### src/rtl/phy_scan_pkg.sv
// Shared definitions for the PHY discovery controller.
// Assumes a 16-bit management register file per transceiver.
package phy_scan_pkg;

    typedef enum logic [1:0] {
        PK_UNKNOWN = 2'd0,
        PK_HOME    = 2'd1,
        PK_LAN     = 2'd2,
        PK_MIX     = 2'd3
    } phy_kind_e;

    typedef enum logic [3:0] {
        S_IDLE, S_ST1, S_ST2, S_ID1, S_ID2, S_EVAL, S_CRD, S_CWR,
        S_NEXT, S_FRD, S_FWR, S_FS1, S_FS2, S_FIN
    } scan_state_e;

    localparam int TBL_N = 4;
    // entry 0 in the low word
    localparam logic [TBL_N-1:0][15:0] TBL_ID1 =
        {16'h0000, 16'h0141, 16'h0282, 16'h0020};
    localparam logic [TBL_N-1:0][15:0] TBL_ID2 =
        {16'h8200, 16'h0CC0, 16'hF010, 16'h60C0};
    localparam logic [15:0] ID2_MASK = 16'hFFF0;

    localparam int REG_CTL  = 0;
    localparam int REG_STAT = 1;
    localparam int REG_IDA  = 2;
    localparam int REG_IDB  = 3;

    localparam int CTL_ISO  = 10;
    localparam int CTL_ANEN = 12;
    localparam int ST_LINK  = 2;
    localparam int ST_100H  = 13;
    localparam int ST_100F  = 14;

endpackage

### src/rtl/phy_id_classify.sv
// Combinational classifier: matches an identifier pair against the built-in
// table (second word masked), then resolves MIX entries from the status word.
// Assumes id/status inputs are stable registers of the caller.
module phy_id_classify
    import phy_scan_pkg::*;
#(
    parameter logic [2*TBL_N-1:0] TYPE_MAP = {TBL_N{2'd2}}
) (
    input  logic [15:0] id_a,
    input  logic [15:0] id_b,
    input  logic [15:0] status,
    output phy_kind_e   kind
);

    logic [TBL_N-1:0] hit_vec;

    // Per-entry comparators
    generate
        for (genvar g = 0; g < TBL_N; g++) begin : g_cmp
            assign hit_vec[g] = (id_a == TBL_ID1[g]) &&
                                ((id_b & ID2_MASK) == TBL_ID2[g]);
        end
    endgenerate

    // First matching entry wins; MIX resolves on 100 Mb/s ability
    always_comb begin
        phy_kind_e raw;
        raw = PK_UNKNOWN;
        for (int i = TBL_N - 1; i >= 0; i--) begin
            if (hit_vec[i]) raw = phy_kind_e'(TYPE_MAP[2*i +: 2]);
        end
        if (raw == PK_MIX)
            kind = (status[ST_100F] || status[ST_100H]) ? PK_LAN : PK_HOME;
        else
            kind = raw;
    end

endmodule

### src/rtl/phy_pick_tracker.sv
// Remembers the best candidate of each kind seen during the scan and
// produces the final choice by fixed preference: linked, HOME, LAN, any.
// Assumes addresses arrive in ascending order, so first seen = lowest.
module phy_pick_tracker
    import phy_scan_pkg::*;
#(
    parameter int AW = 5
) (
    input  logic          clk,
    input  logic          rst_n,
    input  logic          clear,
    input  logic          upd,
    input  logic [AW-1:0] upd_addr,
    input  phy_kind_e     kind,
    input  logic          link,
    output logic          take_now,
    output logic          any_seen,
    output logic [AW-1:0] choice
);

    logic          lk_v, hm_v, ln_v;
    logic [AW-1:0] lk_a, hm_a, ln_a, an_a;

    // This PHY becomes the default if it is the first linked, known one
    assign take_now = link && (kind != PK_UNKNOWN) && !lk_v;

    // Capture first address of each candidate class
    always_ff @(posedge clk) begin
        if (!rst_n || clear) begin
            lk_v <= 1'b0; hm_v <= 1'b0; ln_v <= 1'b0; any_seen <= 1'b0;
            lk_a <= '0;   hm_a <= '0;   ln_a <= '0;   an_a <= '0;
        end else if (upd) begin
            if (take_now) begin
                lk_v <= 1'b1; lk_a <= upd_addr;
            end
            if (kind == PK_HOME && !hm_v) begin
                hm_v <= 1'b1; hm_a <= upd_addr;
            end
            if (kind == PK_LAN && !ln_v) begin
                ln_v <= 1'b1; ln_a <= upd_addr;
            end
            if (!any_seen) begin
                any_seen <= 1'b1; an_a <= upd_addr;
            end
        end
    end

    // Preference order for the final selection
    always_comb begin
        if (lk_v)      choice = lk_a;
        else if (hm_v) choice = hm_a;
        else if (ln_v) choice = ln_a;
        else           choice = an_a;
    end

endmodule

### src/rtl/phy_scan_ctrl.sv
// Top of the PHY discovery controller. Sequences management reads/writes
// through a request/response handshake: scan all addresses, classify,
// isolate non-default PHYs, then release the chosen one.
// Assumes resp_valid is a one-cycle pulse given only while req_valid is high.
module phy_scan_ctrl
    import phy_scan_pkg::*;
#(
    parameter int NUM_ADDR = 32,
    parameter int AW       = $clog2(NUM_ADDR),
    parameter int RW       = 5,
    parameter int DW       = 16,
    parameter logic [2*TBL_N-1:0] TYPE_MAP = {TBL_N{2'd2}}
) (
    input  logic          clk,
    input  logic          rst_n,
    input  logic          start,
    output logic          busy,
    output logic          done,
    output logic          found,
    output logic          scan_err,
    output logic [AW-1:0] sel_addr,
    output logic          req_valid,
    output logic          req_write,
    output logic [AW-1:0] req_phy,
    output logic [RW-1:0] req_reg,
    output logic [DW-1:0] req_wdata,
    input  logic          resp_valid,
    input  logic [DW-1:0] resp_rdata
);

    localparam logic [AW-1:0] LAST_ADDR = AW'(NUM_ADDR - 1);
    localparam logic [DW-1:0] ISO_M  = DW'(1) << CTL_ISO;
    localparam logic [DW-1:0] ANEN_M = DW'(1) << CTL_ANEN;

    scan_state_e   state;
    logic [AW-1:0] addr;
    logic [DW-1:0] stat_q, ida_q, idb_q, ctl_q;
    logic          found_q, err_q;
    logic [AW-1:0] sel_q;
    phy_kind_e     kind;
    logic          take_now, any_seen;
    logic [AW-1:0] choice;

    phy_id_classify #(.TYPE_MAP(TYPE_MAP)) u_cls (
        .id_a   (ida_q),
        .id_b   (idb_q),
        .status (stat_q),
        .kind   (kind)
    );

    phy_pick_tracker #(.AW(AW)) u_pick (
        .clk      (clk),
        .rst_n    (rst_n),
        .clear    (state == S_IDLE && start),
        .upd      (state == S_EVAL),
        .upd_addr (addr),
        .kind     (kind),
        .link     (stat_q[ST_LINK]),
        .take_now (take_now),
        .any_seen (any_seen),
        .choice   (choice)
    );

    // Decode the pending management request from the current state
    always_comb begin
        req_valid = 1'b1;
        req_write = 1'b0;
        req_reg   = RW'(REG_STAT);
        req_wdata = '0;
        unique case (state)
            S_ST1, S_ST2, S_FS1, S_FS2: req_reg = RW'(REG_STAT);
            S_ID1:        req_reg = RW'(REG_IDA);
            S_ID2:        req_reg = RW'(REG_IDB);
            S_CRD, S_FRD: req_reg = RW'(REG_CTL);
            S_CWR: begin
                req_reg = RW'(REG_CTL); req_write = 1'b1;
                req_wdata = ctl_q | ANEN_M | ISO_M;
            end
            S_FWR: begin
                req_reg = RW'(REG_CTL); req_write = 1'b1;
                req_wdata = ctl_q & ~ISO_M;
            end
            default: req_valid = 1'b0;
        endcase
    end

    assign req_phy  = addr;
    assign busy     = (state != S_IDLE);
    assign done     = (state == S_FIN);
    assign found    = found_q;
    assign scan_err = err_q;
    assign sel_addr = sel_q;

    // Scan sequencer
    always_ff @(posedge clk) begin
        if (!rst_n) begin
            state <= S_IDLE; addr <= '0;
            stat_q <= '0; ida_q <= '0; idb_q <= '0; ctl_q <= '0;
            found_q <= 1'b0; err_q <= 1'b0; sel_q <= '0;
        end else begin
            unique case (state)
                S_IDLE: if (start) begin
                    addr <= '0; found_q <= 1'b0; err_q <= 1'b0; sel_q <= '0;
                    state <= S_ST1;
                end
                S_ST1: if (resp_valid) state <= S_ST2;
                S_ST2: if (resp_valid) begin
                    stat_q <= resp_rdata;
                    state  <= (resp_rdata == '0 || resp_rdata == '1) ? S_NEXT : S_ID1;
                end
                S_ID1: if (resp_valid) begin ida_q <= resp_rdata; state <= S_ID2; end
                S_ID2: if (resp_valid) begin idb_q <= resp_rdata; state <= S_EVAL; end
                S_EVAL: state <= take_now ? S_NEXT : S_CRD;
                S_CRD: if (resp_valid) begin ctl_q <= resp_rdata; state <= S_CWR; end
                S_CWR: if (resp_valid) state <= S_NEXT;
                S_NEXT: begin
                    if (addr == LAST_ADDR) begin
                        if (any_seen) begin
                            addr <= choice; state <= S_FRD;
                        end else begin
                            err_q <= 1'b1; state <= S_FIN;
                        end
                    end else begin
                        addr <= addr + 1'b1; state <= S_ST1;
                    end
                end
                S_FRD: if (resp_valid) begin ctl_q <= resp_rdata; state <= S_FWR; end
                S_FWR: if (resp_valid) state <= S_FS1;
                S_FS1: if (resp_valid) state <= S_FS2;
                S_FS2: if (resp_valid) begin
                    found_q <= 1'b1; sel_q <= addr; state <= S_FIN;
                end
                S_FIN: state <= S_IDLE;
                default: state <= S_IDLE;
            endcase
        end
    end

endmodule

### config.mk
export PLATFORM = sky130hd
export DESIGN_NAME = phy_scan_ctrl
export DESIGN_NICKNAME = d
export VERILOG_FILES = /design/src/rtl/phy_scan_pkg.sv /design/src/rtl/phy_id_classify.sv /design/src/rtl/phy_pick_tracker.sv /design/src/rtl/phy_scan_ctrl.sv
export SDC_FILE = /design/constraint.sdc
export NUM_CORES = 1
export LEC_CHECK = 0
export ABC_AREA = 1
export BUFFER_PORTS_ARGS = -buffer_cell sky130_fd_sc_hd__buf_2
export CAP_MARGIN = 10
export CELL_PAD_IN_SITES_DETAIL_PLACEMENT = 2
export CELL_PAD_IN_SITES_GLOBAL_PLACEMENT = 2
export CORE_UTILIZATION = 31
export DETAILED_ROUTE_END_ITERATION = 16
export GPL_TIMING_DRIVEN = 0
export MAX_ROUTING_LAYER = met4
export PLACE_DENSITY_LB_ADDON = 0.1
export RECOVER_POWER = 50
export SYNTH_ARGS = -nofsm -noshare
export SYNTH_HDL_FRONTEND = slang
export SYNTH_SLANG_ARGS = --single-unit
### constraint.sdc
create_clock -name clk -period 2 [get_ports clk]
set_input_delay 0.4 -clock clk [delete_from_list [all_inputs] [get_ports clk]]
set_output_delay 0.4 -clock clk [all_outputs]
set_load 0.005 [all_outputs]
==> impl_metrics.toml <==
[run_status]
outcome = "complete, no violations"

[setup_path]
end_kind = "register"
startpoint_type = "register"
cp_slowest_cell = "dfxtp_4"
cp_num_buf_inv = 3
crit_chain = "inv_2 > nor2_4 > inv_2 > nor2_4 > clkbuf_1 > nand2_1 > o21ai_0 > a21oi_1"
worst_ep_required_time_ns = 2.22
setup.worst_path.class = "reg -> reg"
crit_arrival_ns = 2.15
cp_max_fo = 8
path_delay_family = "buffers and inverters"
critPathMaxStageDelay_ns = 0.38

[run]
maxCapViolCount = 0

[layout]
nFillCells = 1401
design.final.nets = 653
antenna_cells = 0
layout-drive-gt1-share_pct = 19.2
area_growth_pct = 22.9
design_area_um2 = 4640

[global_route]
antenna_found_initial = 0
overflow = 0
grt_pass1_vias = 4246
grt_pass1_wl_mm = 22.4
grt_max_degree = 12
grt_usage_pct = 23.8

[floorplanning]
die_h_um = 112
die_w_um = 112
coreArea_um2 = 11700
die-area_um2 = 12600
std_cell_rows = 39
start_util_pct = 32.4
pin_count = 57

[clocking]
cts_max_path_buffers = 2
clk-insertion-delay-late_ns = 0.34
htreeDepth = 3
cts-buffers-inserted = 9
cts.clk_slew.worst_paths_ns = 0.06
cts-root-buf = "clkbuf_16"
clkSinkCount = 78
cts_tree = "done"

[logic_synthesis]
yosysWarnings = 0
ys_types = 27
avgSynthCellArea_um2 = 6.74
ys_seq_elements = 78
syn_inst = 560
synth_area_um2 = 3770
ys_seq_area_share_pct = 41.4

[sta]
drv_slew = 0
fmax_mhz = 518
min_period_over_period_pct = 96.6
fin_skew_ns = 0.00481
hold_viol_final = 0
tightest_slew_ns = 0.621
setup_viol = 0
post-route-min-period_ns = 1.93
slew_headroom_pct = 58.6

[detailed_routing]
routed-wl-met3_um = 447
first_iter_violations = 108
wl_per_cell_um = 17.5
wirelength_mm = 13.6
dr_total_vias = 3951
drcViolationCount = 0
drt-met1-wl_mm = 6.43
firstDrtPassIters = 4
top_layer_used = "met4"
ant_nets = 0
vias_per_cell = 5.08
wl_met2_mm = 6.52

[placed_design]
io_buffers = 52
gp_congestion = 0.831
hpwl_mm = 10.3
placement.cell_area_um2 = 4220

[power]
finalPower_w = 0.00436
p_per_area_nw_per_um2 = 941
ir_drop_mv = 0.456
p_leak_nw = 1.86

[min_path]
hp-class = "in -> reg"
-- final cells by class --
| cell class | instances | area [µm²] | area share, % |
|---|---|---|---|
| clock buffers | 13 | 270 | 5.83 |
| flip-flops and latches | 78 | 1580 | 34.1 |
| multi-input cells | 376 | 1870 | 40.4 |
| repair buffers | 58 | 297 | 6.39 |
| plain buffers | 19 | 98.8 | 2.13 |
| well taps | 143 | 179 | 3.86 |
| clock inverters | 1 | 5.00 | 0.108 |
| inverters | 89 | 334 | 7.20 |
-- flip-flops by register name, indices dropped and copies added, names as in the netlist --
name and flops:
state 4, u_pick.lk_a 5, u_pick.lk_v 1, req_phy 5
ctl_q 15, ida_q 16, u_pick.an_a 5, idb_q 12
scan_err 1, found 1, sel_addr 5, u_pick.ln_v 1
u_pick.any_seen 1, u_pick.ln_a 5, stat_q 1
-- repair_timing --
item	in CTS	in global routing
hold buffers	0	0
pin swaps	3	2
setup endpoints to repair	26	29
resized for setup	22	20
buffers inserted	4	2
-- final timing paths --
| kind | start | end | slack [ns] | depth (start not counted) |
|---|---|---|---|---|
| setup / recovery | state[2] | idb_q[14] | 0.07 | 8 |
| setup reg to reg | state[2] | idb_q[14] | 0.07 | 8 |
| hold reg to reg | u_pick.ln_a[0] | u_pick.ln_a[0] | 0.45 | 2 |
| hold / removal | resp_rdata[3] | ida_q[3] | 0.37 | 3 |
-- worst min-delay path: cells and delay by family --
kind,cells,cell delay (ns)
AOI/OAI and AO/OA,1,0.06
and+or+nand+nor,1,0.08
buffers and inverters,1,0.12
-- cells in the mapped netlist --
master    number  area share [%]
buf_2          6            0.80
nor2_2         7             1.2
ha_1           2            0.66
nor3_1         3            0.40
dfxtp_1       78              41
inv_1         82             8.2
or2_4          1            0.23
o221ai_1       1            0.23
nand3_2        2            0.53
clkinv_1       1           0.099
o21ai_0       58             7.7
o211ai_1       2            0.40
nand4_1        9             1.5
nand2_1       88             8.8
a211oi_1       4            0.80
nand3_1       29             3.8
a21oi_1       84              11
buf_4          5            0.99
clkbuf_1       8            0.80
nor4_1         1            0.17
nor2_4         5             1.5
conb_1         1           0.099
nand2_2        3            0.50
inv_2          6            0.60
o21a_1         1            0.20
nor2_1        72             7.2
o21ai_2        1            0.23
-- cell families (layout without fill, tap and decap cells) --
family / after synthesis / after routing / synth area share (%)
buf+inv: 108 / 180 / 11.4
compound gates: 151 / 151 / 20.7
flops: 78 / 78 / 41.4
other cells: 1 / 3 / 0.0994
fa+ha+maj: 2 / 2 / 0.663
simple gates: 220 / 220 / 25.7
-- through the flow --
step	setup TNS, ns	cells	util (%)	setup slack, ns	hold WS (ns)
floorplan	0	562	-	0.324	0.423
detailed placement	-1.83	757	36.2	-0.217	0.442
CTS	0	775	39.3	0.00951	0.370
global placement	-0.655	757	36.2	-0.118	0.433
finish	0	777	39.8	0.0684	0.374
global route	-0.000528	777	39.8	-0.000528	0.391
-- metal layers --
metal	vias to the layer above	track usage, %
met3	17	3.89
li1	1942	-
met4	0	8.36
met2	60	39.0
met5	-	-
met1	1932	29.6
-- report_power, final --
| part | internal [W] | switching (W) |
|---|---|---|
| Sequential | 0.00167 | 0.000170 |
| Clock | 0.000927 | 0.000636 |
| Combinational | 0.000308 | 0.000658 |
-- layout by cell type, fill, tap and decap left out, drive strengths merged, types with 3 or more instances in the layout --
cell type   n
clkbuf     30
conb        3
inv        88
dfxtp      78
nor2       84
nand2      91
a21oi      84
nand4       9
a211oi      4
o21ai      59
buf        60
nor3        3
nand3      31
(Power assumes the default switching activity.)
